**src/rtl/bt_framer_pkg.sv**
```systemverilog
package bt_framer_pkg;

  typedef enum logic [1:0] {
    ST_IDLE = 2'd0,
    ST_SEND = 2'd1,
    ST_WAIT = 2'd2
  } frState_t;

  // strobes from control to datapath
  typedef struct packed {
    logic dropReq;
    logic ansLocal;
    logic startFwd;
    logic sendByte;
    logic takeRsp;
    logic finRsp;
  } frCtl_t;

  // request observations from datapath to control
  typedef struct packed {
    logic shortReq;
    logic badLen;
    logic isCap;
    logic lastFwd;
  } frStat_t;

  localparam logic [7:0] NETFN_APP_REQ = 8'h18;
  localparam logic [7:0] CMD_CAP_QUERY = 8'h36;
  localparam logic [7:0] CC_TOO_LONG   = 8'hCA;

endpackage

```
**src/rtl/bt_framer_ctrl.sv**
```systemverilog
module bt_framer_ctrl
  import bt_framer_pkg::*;
#(
  parameter int ID_W = 8
) (
  input  logic            clk,
  input  logic            rstN,
  input  logic            reqGo,
  input  frStat_t         stat,
  input  logic            beReady,
  input  logic            rspValid,
  input  logic            rspLast,
  input  logic [ID_W-1:0] rspId,
  output frCtl_t          ctl,
  output logic            busy,
  output logic            doneEvt,
  output logic            beValid,
  output logic            beLast,
  output logic [ID_W-1:0] beId
);

  frState_t        state;
  logic [ID_W-1:0] expId;
  logic            rspHit;

  always_comb begin
    ctl    = '0;
    rspHit = (state == ST_WAIT) && rspValid && (rspId == expId);
    if (state == ST_IDLE && reqGo && !stat.shortReq) begin
      if (stat.badLen)     ctl.dropReq  = 1'b1;
      else if (stat.isCap) ctl.ansLocal = 1'b1;
      else                 ctl.startFwd = 1'b1;
    end
    ctl.sendByte = (state == ST_SEND) && beReady;
    ctl.takeRsp  = rspHit;
    ctl.finRsp   = rspHit && rspLast;
  end

  assign beValid = (state == ST_SEND);
  assign beLast  = stat.lastFwd;
  assign beId    = expId;

  always_ff @(posedge clk) begin
    if (!rstN) begin
      state   <= ST_IDLE;
      busy    <= 1'b0;
      doneEvt <= 1'b0;
      expId   <= '0;
    end else begin
      doneEvt <= ctl.ansLocal || ctl.finRsp;
      if (state == ST_IDLE && reqGo) busy <= !ctl.ansLocal;
      else if (ctl.finRsp)           busy <= 1'b0;
      if (ctl.finRsp) expId <= expId + 1'b1;
      unique case (state)
        ST_IDLE: if (ctl.startFwd) state <= ST_SEND;
        ST_SEND: if (ctl.sendByte && stat.lastFwd) state <= ST_WAIT;
        ST_WAIT: if (ctl.finRsp) state <= ST_IDLE;
        default: state <= ST_IDLE;
      endcase
    end
  end

endmodule

```
**src/rtl/bt_framer_dp.sv**
```systemverilog
module bt_framer_dp
  import bt_framer_pkg::*;
#(
  parameter int IN_DEPTH  = 64,  // at least 4
  parameter int OUT_DEPTH = 64   // at least 10
) (
  input  logic       clk,
  input  logic       rstN,
  input  logic       inPush,
  input  logic [7:0] inByte,
  input  logic       inClear,
  input  frCtl_t     ctl,
  output frStat_t    stat,
  output logic [7:0] fwdByte,
  input  logic [7:0] rspData,
  input  logic       outPop,
  output logic [7:0] outByte,
  output logic       outAvail
);

  localparam int IN_LW  = $clog2(IN_DEPTH) + 2;
  localparam int IN_IW  = $clog2(IN_DEPTH);
  localparam int OUT_LW = $clog2(OUT_DEPTH + 1);
  localparam int OUT_IW = $clog2(OUT_DEPTH);
  localparam int RC_W   = $clog2(OUT_DEPTH) + 3;
  localparam int CAP_LEN = 10;
  localparam logic [7:0] CAP_IN  = (IN_DEPTH  > 255) ? 8'd255 : 8'(IN_DEPTH);
  localparam logic [7:0] CAP_OUT = (OUT_DEPTH > 255) ? 8'd255 : 8'(OUT_DEPTH);

  logic [7:0]        inBuf [IN_DEPTH];
  logic [IN_LW-1:0]  inLen;
  logic [IN_IW-1:0]  fwdIdx;
  logic [7:0]        seqSaved;
  logic [7:0]        outBuf [OUT_DEPTH];
  logic [OUT_LW-1:0] outLen;
  logic [OUT_LW-1:0] outPos;
  logic [RC_W-1:0]   rspCnt;
  logic [RC_W:0]     wrPos;
  logic [RC_W:0]     rspTotal;
  logic              oversize;
  logic [7:0]        capFrame [CAP_LEN];

  // inbound buffer: saturating count, one register per slot
  always_ff @(posedge clk) begin
    if (!rstN)                        inLen <= '0;
    else if (inClear || ctl.dropReq)  inLen <= '0;
    else if (inPush && inLen != '1)   inLen <= inLen + 1'b1;
  end

  for (genvar g = 0; g < IN_DEPTH; g++) begin : g_inSlot
    always_ff @(posedge clk) begin
      if (inPush && !inClear && inLen == IN_LW'(g)) inBuf[g] <= inByte;
    end
  end

  always_comb begin
    stat.shortReq = inLen < IN_LW'(4);
    stat.badLen   = (inLen > IN_LW'(IN_DEPTH)) ||
                    (16'(inBuf[0]) != 16'(inLen) - 16'd1);
    stat.isCap    = (inBuf[1] == NETFN_APP_REQ) && (inBuf[3] == CMD_CAP_QUERY);
    stat.lastFwd  = (IN_LW'(fwdIdx) == inLen - IN_LW'(1));
  end

  // forward walk: byte 1, then bytes 3.. (sequence byte skipped)
  always_ff @(posedge clk) begin
    if (!rstN) begin
      fwdIdx   <= '0;
      seqSaved <= '0;
    end else if (ctl.startFwd) begin
      fwdIdx   <= IN_IW'(1);
      seqSaved <= inBuf[2];
    end else if (ctl.sendByte) begin
      fwdIdx <= (fwdIdx == IN_IW'(1)) ? IN_IW'(3) : fwdIdx + 1'b1;
    end
  end

  assign fwdByte = inBuf[fwdIdx];

  // locally built capabilities answer
  always_comb begin
    capFrame[0] = 8'd9;
    capFrame[1] = inBuf[1] | 8'h04;
    capFrame[2] = inBuf[2];
    capFrame[3] = inBuf[3];
    capFrame[4] = 8'h00;
    capFrame[5] = 8'h01;
    capFrame[6] = CAP_IN;
    capFrame[7] = CAP_OUT;
    capFrame[8] = 8'd10;
    capFrame[9] = 8'h00;
  end

  // response placement: byte 0 -> slot 1, byte k>0 -> slot k+2
  assign wrPos    = (rspCnt == '0) ? (RC_W+1)'(1) : {1'b0, rspCnt} + (RC_W+1)'(2);
  assign rspTotal = {1'b0, rspCnt} + (RC_W+1)'(1);
  assign oversize = rspTotal > (RC_W+1)'(OUT_DEPTH - 2);

  always_ff @(posedge clk) begin
    if (!rstN)                               rspCnt <= '0;
    else if (ctl.finRsp)                     rspCnt <= '0;
    else if (ctl.takeRsp && rspCnt != '1)    rspCnt <= rspCnt + 1'b1;
  end

  always_ff @(posedge clk) begin
    if (ctl.ansLocal) begin
      for (int k = 0; k < CAP_LEN; k++) outBuf[k] <= capFrame[k];
    end
    if (ctl.takeRsp && wrPos < (RC_W+1)'(OUT_DEPTH)) begin
      outBuf[OUT_IW'(wrPos)] <= rspData;
    end
    if (ctl.finRsp) begin
      outBuf[0] <= oversize ? 8'd4 : 8'(rspTotal + (RC_W+1)'(1));
      outBuf[2] <= seqSaved;
      if (oversize) outBuf[4] <= CC_TOO_LONG;
    end
  end

  always_ff @(posedge clk) begin
    if (!rstN) begin
      outLen <= '0;
      outPos <= '0;
    end else if (ctl.ansLocal) begin
      outLen <= OUT_LW'(CAP_LEN);
      outPos <= '0;
    end else if (ctl.finRsp) begin
      outLen <= oversize ? OUT_LW'(5) : OUT_LW'(rspTotal + (RC_W+1)'(2));
      outPos <= '0;
    end else if (ctl.takeRsp && rspCnt == '0) begin
      outLen <= '0;
      outPos <= '0;
    end else if (outPop && outAvail) begin
      if (outPos + 1'b1 == outLen) begin
        outLen <= '0;
        outPos <= '0;
      end else begin
        outPos <= outPos + 1'b1;
      end
    end
  end

  assign outAvail = outPos < outLen;
  assign outByte  = outAvail ? outBuf[OUT_IW'(outPos)] : 8'hFF;

endmodule

```
**src/rtl/bt_msg_framer.sv**
```systemverilog
module bt_msg_framer
  import bt_framer_pkg::*;
#(
  parameter int IN_DEPTH  = 64,
  parameter int OUT_DEPTH = 64,
  parameter int ID_W      = 8
) (
  input  logic            clk,
  input  logic            rstN,
  input  logic            inPush,
  input  logic [7:0]      inByte,
  input  logic            inClear,
  input  logic            reqGo,
  output logic            busy,
  output logic            doneEvt,
  output logic            beValid,
  output logic [7:0]      beData,
  output logic            beLast,
  output logic [ID_W-1:0] beId,
  input  logic            beReady,
  input  logic            rspValid,
  input  logic [7:0]      rspData,
  input  logic            rspLast,
  input  logic [ID_W-1:0] rspId,
  input  logic            outPop,
  output logic [7:0]      outByte,
  output logic            outAvail
);

  frCtl_t  ctl;
  frStat_t stat;

  bt_framer_ctrl #(.ID_W(ID_W)) u_ctrl (
    .clk(clk), .rstN(rstN), .reqGo(reqGo), .stat(stat), .beReady(beReady),
    .rspValid(rspValid), .rspLast(rspLast), .rspId(rspId), .ctl(ctl),
    .busy(busy), .doneEvt(doneEvt), .beValid(beValid), .beLast(beLast),
    .beId(beId)
  );

  bt_framer_dp #(.IN_DEPTH(IN_DEPTH), .OUT_DEPTH(OUT_DEPTH)) u_dp (
    .clk(clk), .rstN(rstN), .inPush(inPush), .inByte(inByte),
    .inClear(inClear), .ctl(ctl), .stat(stat), .fwdByte(beData),
    .rspData(rspData), .outPop(outPop), .outByte(outByte),
    .outAvail(outAvail)
  );

endmodule

```
**config.mk**
```make
export PLATFORM = sky130hd
export DESIGN_NAME = bt_msg_framer
export DESIGN_NICKNAME = d
export VERILOG_FILES = /design/src/rtl/bt_framer_pkg.sv /design/src/rtl/bt_framer_ctrl.sv /design/src/rtl/bt_framer_dp.sv /design/src/rtl/bt_msg_framer.sv
export SDC_FILE = /design/constraint.sdc
export NUM_CORES = 1
export LEC_CHECK = 0
export BUFFER_PORTS_ARGS = -buffer_cell sky130_fd_sc_hd__buf_2
export CAP_MARGIN = 20
export CORE_MARGIN = 3
export CORE_UTILIZATION = 57
export DETAILED_ROUTE_END_ITERATION = 12
export HOLD_SLACK_MARGIN = 0.08
export PLACE_DENSITY = 0.78
export SLEW_MARGIN = 20
export SYNTH_ARGS = -nofsm -noshare
export SYNTH_HDL_FRONTEND = slang
export SYNTH_SLANG_ARGS = --single-unit
```
**constraint.sdc**
```tcl
create_clock -name clk -period 3.3 [get_ports clk]
set_input_delay 0.825 -clock clk [delete_from_list [all_inputs] [get_ports clk]]
set_output_delay 0.825 -clock clk [all_outputs]
set_load 0.02 [all_outputs]
```
* Word-level counts from Yosys, hierarchy flattened
Memory sizes are Yosys's and may differ from the RTL's. A register that Yosys moved wholly into a read port is not among the register bits.
Index checks and enable logic that the tools add are counted.
** Word-level totals
- Bits in registers :: 57
- RAM bits :: 1024
- Input port bits :: 33
- Output and inout bits :: 29
- Word-level logic and storage cells :: 634
- Memories kept :: 2
** Memories
- u_dp.inBuf :: words 64, width 8, read ports 5, clocked after Yosys merged registers in 0, write ports 1, line bt_framer_dp.sv:30 : logic [7:0] inBuf [IN_DEPTH];
- u_dp.outBuf :: words 64, width 8, read ports 1, clocked after Yosys merged registers in 1, write ports 10, line bt_framer_dp.sv:34 : logic [7:0] outBuf [OUT_DEPTH];
** Operators by class
- Add/subtract/negate cells :: 11
- Magnitude comparators :: 5
- Eq/ne operators :: 77
- Mux-type cells :: 358
- Bitwise operators :: 4
- Reduce and logical (&&, ||, !) cells :: 165
** Operator list (number)
- $mux 8 :: 69
- $reduce_or 8->1 :: 64
- $mux 6 :: 67
- $eq 8x6->1 const B :: 33
- $mux 1 :: 208
- $eq 8x5->1 const B :: 17
- $logic_and 1x1->1 :: 78
- $eq 8x4->1 const B :: 8
- $mux 7 :: 6
- $eq 8x3->1 const B :: 4
- $add 8x1->8 const B :: 3
- $eq 8x2->1 const B :: 2
- $ne 8x16->1 :: 1
- $add 9x1->10 const B :: 1
- $add 9x2->10 const B :: 1
- $gt 10x6->1 const B :: 1
- $lt 10x7->1 const B :: 1
- $mux 10 :: 1
- $add 9x1->9 const B :: 1
- $logic_not 9->1 :: 1
- $ne 9x9->1 const B :: 1
- $sub 8x1->9 const B :: 1
- $eq 6x8->1 :: 1
- $eq 8x1->1 const B :: 1
- 32 further kinds :: 49

* Depth between registers and ports, before layout
- Depth after elaboration :: 69
- Gate-level depth with buffers :: 12
- Gate-level depth less buffers :: 9

* Modules after synthesis
Synthesis repeated with hierarchy kept, for this count alone.
** Unflattened totals
- Cell total of the unflattened synthesis :: 2471
- Area, all modules :: 44382.6 um^2
** By module, submodules not included
- bt_framer_dp :: instances 1, cells an instance 2390, area each 43709.4 um^2, sequential area each 31770.5 um^2
- bt_framer_ctrl :: instances 1, cells an instance 81, area each 673.1 um^2, sequential area each 240.2 um^2

* Worst setup path before layout
No wires, ideal clock.
- Path type :: reg2out
- Start :: register u_dp.fwdIdx[0]
- End :: output port beData[1]
- Arrival time :: 2.791 ns
- Data required time :: 2.475 ns
- Slack :: -0.316 ns
- Stages on the path, launching flop included :: 7
- Path buffers :: 3
- Cells stage by stage :: dfxtp_1 > clkbuf_1 > buf_4 > buf_1 > mux4_2 > mux4_2 > mux4_2
** On the way
- Longest elaborated chain between the ends :: 1
** Ends and longest elaborated chain
- start: declaration :: line bt_framer_dp.sv:32 : logic [IN_IW-1:0] fwdIdx;
- start signal: assignment :: line bt_framer_dp.sv:73 : fwdIdx <= (fwdIdx == IN_IW'(1)) ? IN_IW'(3) : fwdIdx + 1'b1;
- $mem_v2 64x8
- end: declaration :: line bt_msg_framer.sv:17 : output logic [7:0] beData,
Every way passes these cells.

* Worst setup path after layout
- Start :: register u_dp.fwdIdx[0]
- End :: output port beData[6]
Same word-level chain as after synthesis.

==> reports/qor.txt <==
Max Fclk: 0.2466 GHz
Post-detail-place hpwl: 67.31 mm
First-pass iteration count of the detailed router: 6
Area Overhead vs Synth: 17.33%
Vias/cell: 6.451
Setup Total Neg Slack: -10480 ps
Fraction of the mapped netlist area in adder cells: 0.006450
CP endpoint kind: primary output
CTS H-tree depth: 3
Sw Ratio: 0.1965
Main combinational cell family by area after synthesis: multiplexers
Final setup viols: 16
Multi-input logic area: 12150 µm²
Core Area: 76710 µm²
Synth Instances: 2372
Cell count of the worst hold path: 2
Area leader, netlist: edfxtp_1
Clk slew on worst S/H paths: 70 ps
Grt ovf: 0
Finished Cell Area: 52350 µm²
Hold path startpoint: beReady
Logic pwr share: 0.015
Routed Antenna Nets: 0
Setup ws final: -754.4 ps
Reg-to-Reg Start: u_dp.inLen[3]
Hold buffers post-CTS: 0
Final Max Slew Viols: 0
Clock sinks: 1087
WS Path Type: reg2out
Top FF cell, synth: edfxtp_1
Power density cells: 516.5 nW/µm²
FFs w/ async S/R, synth: 0
Drt wl/cell: 28.40 µm
Run status: finished with violations
Die Y: 285.8 µm
EDFF count, synth: 1024
Clock Latency Late Sink: 660 ps
Worst EP required: 2470 ps
Max cap viols: 0
Register area: 32030 µm²
Worst r2r dst: u_dp.outBuf[6][5]
CTS max path bufs: 3
FP Rows: 101
Antenna cells: 0
Crit start category: flip-flop
Antenna violations before repair: 1
First-pass GRT wire length: 161.2 mm
Seq pwr share: 0.557
Final period util: 1.229
TritonCTS buffer count: 103
RSZ-0062 raised after global routing: true
Post-Synth XOR/XNOR Area: 0.01562
Worst vdd ir: 518.8 µV
TritonCTS clock tree: built
Utilization after layout: 0.6824
Placer Congestion: 0.8996
Worst R2R Path Depth: 7
Mapped cell area: 44610 µm²
Total track usage: 0.2658
Final nets: 2769
Vias in the first global route: 24970
Top cell type's share of synthesized area: 0.6892
HP Class: in2reg
Net count after synthesis: 2428
Layout cells sized above 1: 0.3210
Int Power: 21.72 mW
Worst slew pin tran: 1025 ps
Yosys cell types: 72
Critical path fanouts, max: 7
Register area share after synthesis: 0.7175
Worst path arrival time: 3230 ps
Place WS: -136.3 ps
Worst reg-to-reg setup slack: 220 ps
Placed instance area: 47970 µm²
I/O pin total: 62
Leakage dissipation: 16.66 nW
Layout Cells excl Fill: 3824
Tmin final: 4054 ps
Port bufs: 61
Initial Utilization: 0.5816
Avg Cell Area, Syn: 18.81 µm²
Switch Pwr: 5.313 mW
Failing checks: setup timing
Post-synthesis mux area share: 0.1708
Compound-cell area share of the yosys netlist: 0.02221
Placed cells: 3579
Drt drc: 0
Width of the chip: 285.8 µm
Vias: 24670
Initial DRC count: 3170
Hold EP: u_ctrl.state[0]
Clk_skew: 33.19 ps
Final hold vios: 0
Die ar.: 81660 µm²
Clock group share of total power: 0.428
Flops & latches, synth: 1087
Root buf cell: clkbuf_16
Yosys warns: 0
Simple-Gate Fraction of Synth Area: 0.05278
Largest net degree at the start of global routing: 65
Fillers: 4591
Final wirelength: 108.6 mm
Area contributors post-synth: edfxtp_1, mux4_2, dfxtp_1
Slew margin rel.: 0.3164
## through the flow
step           hold WS (ps)  total power [mW]
2_1_floorplan         440.0             15.45
3_3_place_gp          455.3             15.71
3_5_place_dp          464.1             15.74
4_1_cts               339.6             27.13
5_1_grt               362.9             27.68
6_report              363.7             27.04
## worst max-delay path: stages, from the launching register on
cell     delay (ps)
dfxtp_4         450
buf_12          150
buf_16          140
mux4_2          520
mux4_2          540
mux4_2          580
buf_6           170
## synthesized netlist by cell type (6+ instances only)
library cell and instances:
edfxtp_1 1024, mux4_2 303, or4_1 6, xnor2_1 44, and2_1 18, nor3_1 27, o22ai_1 12, o21ai_0 25
a31oi_1 11, dfxtp_1 63, xor2_1 33, buf_1 27, buf_2 18, or3_1 8, mux2_2 20, a21oi_1 31
nor4_1 9, a21o_1 6, nor2_1 214, nor2b_1 31, ha_1 23, nand4_1 14, nand2_1 82, a311oi_1 10
inv_1 25, nand3b_1 7, mux2i_1 57, a211oi_1 13, nand3_1 35, clkbuf_1 86, nand2b_1 7, and3_1 8
## kinds of logic after synthesis
logic type,Yosys count
AOI/OAI and AO/OA,149
xor gates and xnor gates,78
adders and majority gates,23
buffers and inverters,162
DFF,1087
muxes,380
and+or+nand+nor,493
## how the worst max path moves through the flow
stage | from | endpoint | slack, ps
CTS | u_dp.fwdIdx[0] | beData[7] | -720
floorplan | rspId[4] | u_dp.outBuf[61][0] | -40
global route | u_dp.fwdIdx[0] | beData[6] | -770
detailed placement | rspId[4] | u_dp.outBuf[36][5] | -140
global placement | u_dp.fwdIdx[1] | beData[0] | -150
finish | u_dp.fwdIdx[0] | beData[6] | -750
## final cells by class
class                      instances  area share
sequential                      1087      0.6119
multi-input combinational       1123      0.2320
timing repair buffer             371     0.06645
clock buffer                     126     0.05206
tap                             1030     0.02462
clock inverter                    60     0.01097
inverter                          27    0.001936
## sequential cells by signal, indices dropped and copies added (netlist names), named ones only
register / cells
u_dp.fwdIdx: 6
u_ctrl.doneEvt: 1
u_ctrl.state: 2
u_dp.seqSaved: 8
u_dp.outPos: 7
u_ctrl.busy: 1
u_dp.outLen: 7
u_dp.inLen: 8
u_dp.rspCnt: 9
u_dp.outBuf: 512
u_dp.inBuf: 512
u_ctrl.beId: 8
## metal layers
metal,track usage,wire length [µm]
met5,0,16
met1,0.3471,38990
met4,0.1084,4773
met3,0.03944,8794
met2,0.4540,56010
## what timing repair did
action	in CTS	in global routing
buffers inserted	18	32
gates resized for setup	53	43
gates cloned	7	6
pin swaps	8	12
endpoints found under the setup margin	17	89
## layout by cell type (no fill, tap or decap), types with 23 or more instances in the layout
cell type	synthesis	routed
mux2i_1	57	49
xor2_1	33	33
nor2b_1	31	31
buf_12	0	33
xnor2_1	44	44
a21oi_1	31	31
mux4_2	303	303
edfxtp_1	1024	1024
nor3_1	27	26
nor2_1	214	213
nand3_1	35	34
buf_4	2	266
dfxtp_1	63	55
buf_2	18	42
clkbuf_16	0	110
nand2_1	82	82
inv_1	25	23
## power groups by stage
stage                     clock network [mW]  registers (mW)  logic, mW
final                                   11.6            15.1      0.397
after global routing                    12.2            15.1      0.426
after CTS                               11.7            15.1      0.388
after detailed placement                   0            15.4      0.380
after global placement                     0            15.4      0.358
after floorplan                            0            15.4     0.0932
Note: power is estimated with default switching activity, not from simulation.
